===== src/rtl/icu_pkg.sv =====
package icu_pkg;
  parameter int unsigned ICU_LEVELS    = 16;
  parameter int unsigned ICU_FLT_BITS  = 16;
  parameter int unsigned ICU_FAULT_LVL = 1;
endpackage


===== src/rtl/icu_pend_capture.sv =====
module icu_pend_capture #(
  parameter int unsigned N = 16
) (
  input  logic         clk_i,
  input  logic         rst_ni,
  input  logic         cyc_start_i,
  input  logic [N-1:0] irq_i,
  input  logic [N-1:0] clr_i,
  output logic [N-1:0] pend_o
);
  logic [N-1:0] seen_q;

  for (genvar k = 0; k < N; k++) begin : g_lvl
    logic cap;
    assign cap = cyc_start_i & irq_i[k] & ~seen_q[k];

    always_ff @(posedge clk_i or negedge rst_ni) begin
      if (!rst_ni) begin
        seen_q[k] <= 1'b0;
        pend_o[k] <= 1'b0;
      end else begin
        if (cyc_start_i) seen_q[k] <= irq_i[k];
        // clear dominates a same-cycle capture
        if (clr_i[k])     pend_o[k] <= 1'b0;
        else if (cap)     pend_o[k] <= 1'b1;
      end
    end
  end
endmodule


===== src/rtl/icu_fault_reg.sv =====
module icu_fault_reg #(
  parameter int unsigned W = 16
) (
  input  logic         clk_i,
  input  logic         rst_ni,
  input  logic         cyc_start_i,
  input  logic [W-1:0] flt_i,
  input  logic [W-1:0] clr_i,
  output logic [W-1:0] flt_o,
  output logic         any_o
);
  for (genvar k = 0; k < W; k++) begin : g_bit
    always_ff @(posedge clk_i or negedge rst_ni) begin
      if (!rst_ni)                       flt_o[k] <= 1'b0;
      else if (clr_i[k])                 flt_o[k] <= 1'b0;
      else if (cyc_start_i && flt_i[k])  flt_o[k] <= 1'b1;
    end
  end

  assign any_o = |flt_o;
endmodule


===== src/rtl/icu_prio_enc.sv =====
module icu_prio_enc #(
  parameter int unsigned N = 16,
  localparam int unsigned W = (N > 1) ? $clog2(N) : 1
) (
  input  logic [N-1:0] act_i,
  output logic         req_o,
  output logic [W-1:0] vec_o
);
  always_comb begin
    vec_o = '0;
    for (int i = N - 1; i >= 0; i--) begin
      if (act_i[i]) vec_o = W'(i);
    end
  end

  assign req_o = |act_i;
endmodule


===== src/rtl/icu_top.sv =====
module icu_top #(
  parameter int unsigned NUM_LVL   = icu_pkg::ICU_LEVELS,
  parameter int unsigned FLT_W     = icu_pkg::ICU_FLT_BITS,
  parameter int unsigned FAULT_LVL = icu_pkg::ICU_FAULT_LVL,
  localparam int unsigned LVL_W    = (NUM_LVL > 1) ? $clog2(NUM_LVL) : 1
) (
  input  logic               clk_i,
  input  logic               rst_ni,
  input  logic               cyc_start_i,
  input  logic [NUM_LVL-1:0] irq_i,
  input  logic [FLT_W-1:0]   flt_i,
  input  logic [NUM_LVL-1:0] pend_clr_i,
  input  logic               mask_we_i,
  input  logic [NUM_LVL-1:0] mask_wdata_i,
  input  logic [FLT_W-1:0]   flt_clr_i,
  output logic               irq_req_o,
  output logic [LVL_W-1:0]   irq_vec_o
);
  logic [NUM_LVL-1:0] pend_q;
  logic [NUM_LVL-1:0] mask_q;
  logic [FLT_W-1:0]   flt_q;
  logic               flt_any;
  logic [NUM_LVL-1:0] eff_pend;
  logic [NUM_LVL-1:0] allow;
  logic [NUM_LVL-1:0] act;

  icu_pend_capture #(.N(NUM_LVL)) u_cap (
    .clk_i      (clk_i),
    .rst_ni     (rst_ni),
    .cyc_start_i(cyc_start_i),
    .irq_i      (irq_i),
    .clr_i      (pend_clr_i),
    .pend_o     (pend_q)
  );

  icu_fault_reg #(.W(FLT_W)) u_flt (
    .clk_i      (clk_i),
    .rst_ni     (rst_ni),
    .cyc_start_i(cyc_start_i),
    .flt_i      (flt_i),
    .clr_i      (flt_clr_i),
    .flt_o      (flt_q),
    .any_o      (flt_any)
  );

  always_ff @(posedge clk_i or negedge rst_ni) begin
    if (!rst_ni)        mask_q <= '0;
    else if (mask_we_i) mask_q <= mask_wdata_i;
  end

  // fault summary is a live source on the machine-error level
  assign eff_pend = pend_q | (NUM_LVL'(flt_any) << FAULT_LVL);
  // level 0 is never maskable
  assign allow    = mask_q | NUM_LVL'(1);
  assign act      = eff_pend & allow;

  icu_prio_enc #(.N(NUM_LVL)) u_enc (
    .act_i(act),
    .req_o(irq_req_o),
    .vec_o(irq_vec_o)
  );
endmodule


===== config.mk =====
export PLATFORM = sky130hd
export DESIGN_NAME = icu_top
export DESIGN_NICKNAME = d
export VERILOG_FILES = /design/src/rtl/icu_pkg.sv /design/src/rtl/icu_pend_capture.sv /design/src/rtl/icu_fault_reg.sv /design/src/rtl/icu_prio_enc.sv /design/src/rtl/icu_top.sv
export SDC_FILE = /design/constraint.sdc
export NUM_CORES = 1
export LEC_CHECK = 0
export BUFFER_PORTS_ARGS = -buffer_cell sky130_fd_sc_hd__buf_4
export CELL_PAD_IN_SITES_DETAIL_PLACEMENT = 1
export CELL_PAD_IN_SITES_GLOBAL_PLACEMENT = 2
export CORE_MARGIN = 2
export CORE_UTILIZATION = 32
export CTS_CLUSTER_DIAMETER = 80
export DETAILED_ROUTE_END_ITERATION = 8
export HOLD_SLACK_MARGIN = 0.03
export PLACE_DENSITY_LB_ADDON = 0.1
export SETUP_SLACK_MARGIN = 0.3
export SLEW_MARGIN = 10
export SYNTH_ARGS = -nofsm -noshare
export SYNTH_HDL_FRONTEND = slang
export SYNTH_SLANG_ARGS = --single-unit
export TNS_END_PERCENT = 30

===== constraint.sdc =====
create_clock -name clk_i -period 3.7 [get_ports clk_i]
set_clock_uncertainty 0.2 [all_clocks]
set_input_delay 0.185 -clock clk_i [delete_from_list [all_inputs] [get_ports clk_i]]
set_output_delay 0.185 -clock clk_i [all_outputs]
set_load 0.02 [all_outputs]

==> run summary <==
The die covers 8720 sq um. After clock tree synthesis, the clock-pin slew on the worst setup and hold paths is 0.07 ns. The endpoint identified for the worst register-to-register timing path is u_cap.pend_o[4]$_DFFE_PN0P_. After clock tree synthesis, the repair step resized 0 gates. After the last flow step, the layout net total stands at 513. The launch point of the worst hold path was mask_we_i.

The logs give 4 for the number of detailed-route iterations in the first pass and 536 for the number of standard cells in the final layout excluding fillers. The flip-flop and latch count after synthesis works out to 63. By startpoint and endpoint, the worst setup path is classified as reg2out. The worst hold path terminates at mask_q[15]$_DFFE_PN0P_. The tightest min-delay check is of the in2reg type. The headroom to the max-slew limit was 0.458. Setup repair after global routing left no endpoint under its margin. The detail route stage leaves a number of antenna-violating nets equal to 0. Total nets after synthesis: 328. The fraction of synthesis flops using an asynchronous set or reset pin is 1.00, and the mean routed wirelength per cell is 14.2 um. For this run the aggregate overflow at the end of global routing stands at 0. The flow ran to the end, and the final reports show no timing, DRC or antenna violations.

The number of global-route vias before repair is 2620, and the sequential fraction of the synthesis area is 0.617. At the placement stage, the worst setup path has a slack of 1.52 ns. The die extent in y came out at 93.4 um.

For the worst setup path, the data required time is 3.31 ns. From synthesis to final layout, the design area changed by 74.8%. TritonCTS built the clock tree. The effective utilization at floorplan was 0.331; the number of H-tree levels was 3. Pin count of the biggest net entering global routing: 65. Routability-driven placement finished with a final weighted congestion of 0.792. The global-route usage over all layers came out at 0.185. The clock latency on the worst-skew pair was 0.33 ns; the horizontal die dimension was 93.4 um. After synthesis, the most frequently instantiated cells are sky130_fd_sc_hd__dfrtp_1 (63), sky130_fd_sc_hd__nor2_1 (33), sky130_fd_sc_hd__nand2_1 (27). Once placement completed, the tool counted placed cells totaling 424. The core region is 7730 sq um. The ratio of final minimum period to clock period came out at 0.699.

The tools report the critical register-to-register path startpoint as u_cap.pend_o[4]$_DFFE_PN0P_. After detailed routing, the number of remaining DRC violations is 0. The clock period could shrink to 2.58 ns.

Areal power density over the cells: 388 nW/um^2. The number of buffers created by CTS was 9; the post-synthesis instance area was 2550 sq um. Registers take 1580 sq um. In the post-route analysis, the smallest setup slack over all paths is 1.12 ns. The critical path capture point type is a primary output.

For the count of cell types in the netlist, the log shows 28. The run gives 4590 um as the HPWL after detailed placement. The count of flip-flops with a built-in enable after synthesis was 0; the worst-margin pin slew was 0.813 ns. In the routed layout, each cell is associated on average with a via count of 4.67. The number of buffers between clock root and the deepest sink came out at 2. Cell accounting for the most synthesized area: sky130_fd_sc_hd__dfrtp_1.

Of all nets on the critical path, the largest fanout is 4. VDD sags by at most 0.000255 V. The logs give 7620 um for the routed wire length and 32 for the count of standard-cell rows. The multi-input combinational cells in the finished layout cover a total of 883 sq um.

sky130_fd_sc_hd__dfrtp_1 is the most common cell in the netlist. Yosys attributes the largest share of cell area to sky130_fd_sc_hd__dfrtp_1 (62%), sky130_fd_sc_hd__mux2_2 (6.6%), sky130_fd_sc_hd__nor2_1 (4.8%). The worst register-to-register path has a depth of 3.

The port buffer count is 87. Number of top-level pins: 89. The tools report the number of violations of the max-capacitance limit as 0. Setup violations remaining at the end of the flow were counted as 0. For the count of inserted antenna diode cells, the log shows 0. The tools report the critical path launch point type as a register. The synthesized area divided by synthesized cell count is 10.5 sq um. The maximum achievable frequency is 387 MHz, and the first-pass GRT wire length is 12200 um.

Among all flip-flop cells after synthesis, the most frequent one is sky130_fd_sc_hd__dfrtp_1. Along the worst hold path, the cell count comes to 2. Summed over all cells, the static leakage comes to 2.15 nW. The tools report the final-report max-slew violation count as 0. The run gives 2.20 ns as the endpoint arrival time on the critical path. The clock net in this run drives a total of 63 sinks. For the total negative slack, the log shows 0 ns. After the first detailed-routing iteration, the DRC count stood at 83. The count of filler cells inserted in the layout was 854; the Yosys warning count was 0.

The final hold violation count is 0. The run gives 0 as the initial antenna violation count. The worst register-to-register path has a setup slack of 2.16 ns. Clock tree synthesis selected as its root buffer the cell sky130_fd_sc_hd__clkbuf_8. The share of layout cells above drive strength 1 works out to 0.265. For the number of cells produced by synthesis, the log shows 244. The count of vias placed by the detailed router is 2503.

The portion of synthesized cell area occupied by the leading cell type is 0.617.
what timing repair did:
action	in CTS	in global routing
setup buffers	0	0
hold endpoints to repair	126	0
hold buffers	96	0
placed cells by master, fill, tap and decap left out:
master                          netlist  routed
sky130_fd_sc_hd__nand3b_1             1       1
sky130_fd_sc_hd__clkbuf_1             7       3
sky130_fd_sc_hd__clkbuf_8             0       9
sky130_fd_sc_hd__nor4_1               3       3
sky130_fd_sc_hd__a311oi_1             1       1
sky130_fd_sc_hd__a22oi_1              5       5
sky130_fd_sc_hd__dfrtp_1             63      63
sky130_fd_sc_hd__nand2b_1             2       2
sky130_fd_sc_hd__clkinv_2             0       2
sky130_fd_sc_hd__a31oi_1             17      17
sky130_fd_sc_hd__o21a_1               1       1
sky130_fd_sc_hd__a21oi_1             17      17
sky130_fd_sc_hd__nand3_1              3       3
sky130_fd_sc_hd__nor3_1               2       2
sky130_fd_sc_hd__inv_1               16      16
sky130_fd_sc_hd__mux2_2              15      15
sky130_fd_sc_hd__o211ai_1             3       3
sky130_fd_sc_hd__nor2_1              33      33
sky130_fd_sc_hd__a22o_1               1       1
sky130_fd_sc_hd__a211oi_1             1       1
sky130_fd_sc_hd__o21ai_0             17      17
sky130_fd_sc_hd__and2_1               1       1
sky130_fd_sc_hd__or4_1                1       1
sky130_fd_sc_hd__dlygate4sd3_1        0      96
sky130_fd_sc_hd__nand2_1             27      27
sky130_fd_sc_hd__nor4b_1              1       1
sky130_fd_sc_hd__o22ai_1              1       1
sky130_fd_sc_hd__buf_4                0      87
sky130_fd_sc_hd__a32o_1               1       1
sky130_fd_sc_hd__a32oi_1              2       2
sky130_fd_sc_hd__bufinv_16            0       2
state kept, by name, summed over array words and instances, names as in the netlist:
signal and count:
mask_q 15, u_flt.flt_o 16, u_cap.seen_q 16, u_cap.pend_o 16
metal layers:
metal / share of wire / track usage / vias to the layer above
met1: 0.44 / 0.230 / 1227
met4: 0.0088 / 0.0551 / 0
met2: 0.52 / 0.316 / 49
met3: 0.033 / 0.0467 / 5
met5: 0 / 0 / -
li1: - / - / 1222
worst max-delay path by stage:
| stage | start | to | slack, ns |
|---|---|---|---|
| floorplan | u_flt.flt_o[1]$_DFFE_PN0P_ | irq_vec_o[3] | 1.62 |
| global placement | u_flt.flt_o[4]$_DFFE_PN0P_ | irq_req_o | 1.52 |
| detailed placement | u_flt.flt_o[4]$_DFFE_PN0P_ | irq_req_o | 1.52 |
| CTS | u_flt.flt_o[4]$_DFFE_PN0P_ | irq_req_o | 1.12 |
| global route | u_flt.flt_o[4]$_DFFE_PN0P_ | irq_req_o | 0.90 |
| finish | u_flt.flt_o[4]$_DFFE_PN0P_ | irq_req_o | 1.12 |
report_power, final:
part | internal (mW) | switching [mW]
clock network | 0.378 | 0.254
logic | 0.195 | 0.129
registers | 0.743 | 0.0356
area by class of cell:
class,instances,area share
well taps,102,0.0286
inverters,16,0.0134
repair buffers,183,0.361
multi-input cells,156,0.198
clock buffers,12,0.0303
clock inverters,4,0.0157
flip-flops and latches,63,0.353
logic make-up after synthesis:
logic type,count (synthesis),share of synthesized area
AO/OA/AOI/OAI,67,0.158
buffers and inverters,25,0.0372
flip-flops,63,0.617
multiplexers,15,0.0661
AND/OR/NAND/NOR,74,0.122
critical path: stages, from the launching register on:
cell                      delay [ns]
sky130_fd_sc_hd__dfrtp_1        0.40
sky130_fd_sc_hd__nor4_1         0.34
sky130_fd_sc_hd__nand2_1        0.17
sky130_fd_sc_hd__o21a_1         0.27
sky130_fd_sc_hd__or4_1          0.52
sky130_fd_sc_hd__buf_4          0.17
through the flow:
stage,util,hold slack [ns],power [mW],area (sq um)
floorplan,-,-0.311,0.897,2550
global placement,0.427,0.135,1.02,3300
detailed placement,0.427,0.134,1.03,3300
CTS,0.578,0.0706,1.76,4470
global route,0.578,0.0845,1.83,4470
finish,0.578,0.0737,1.73,4470
Note: power is estimated with default switching activity, not from simulation.
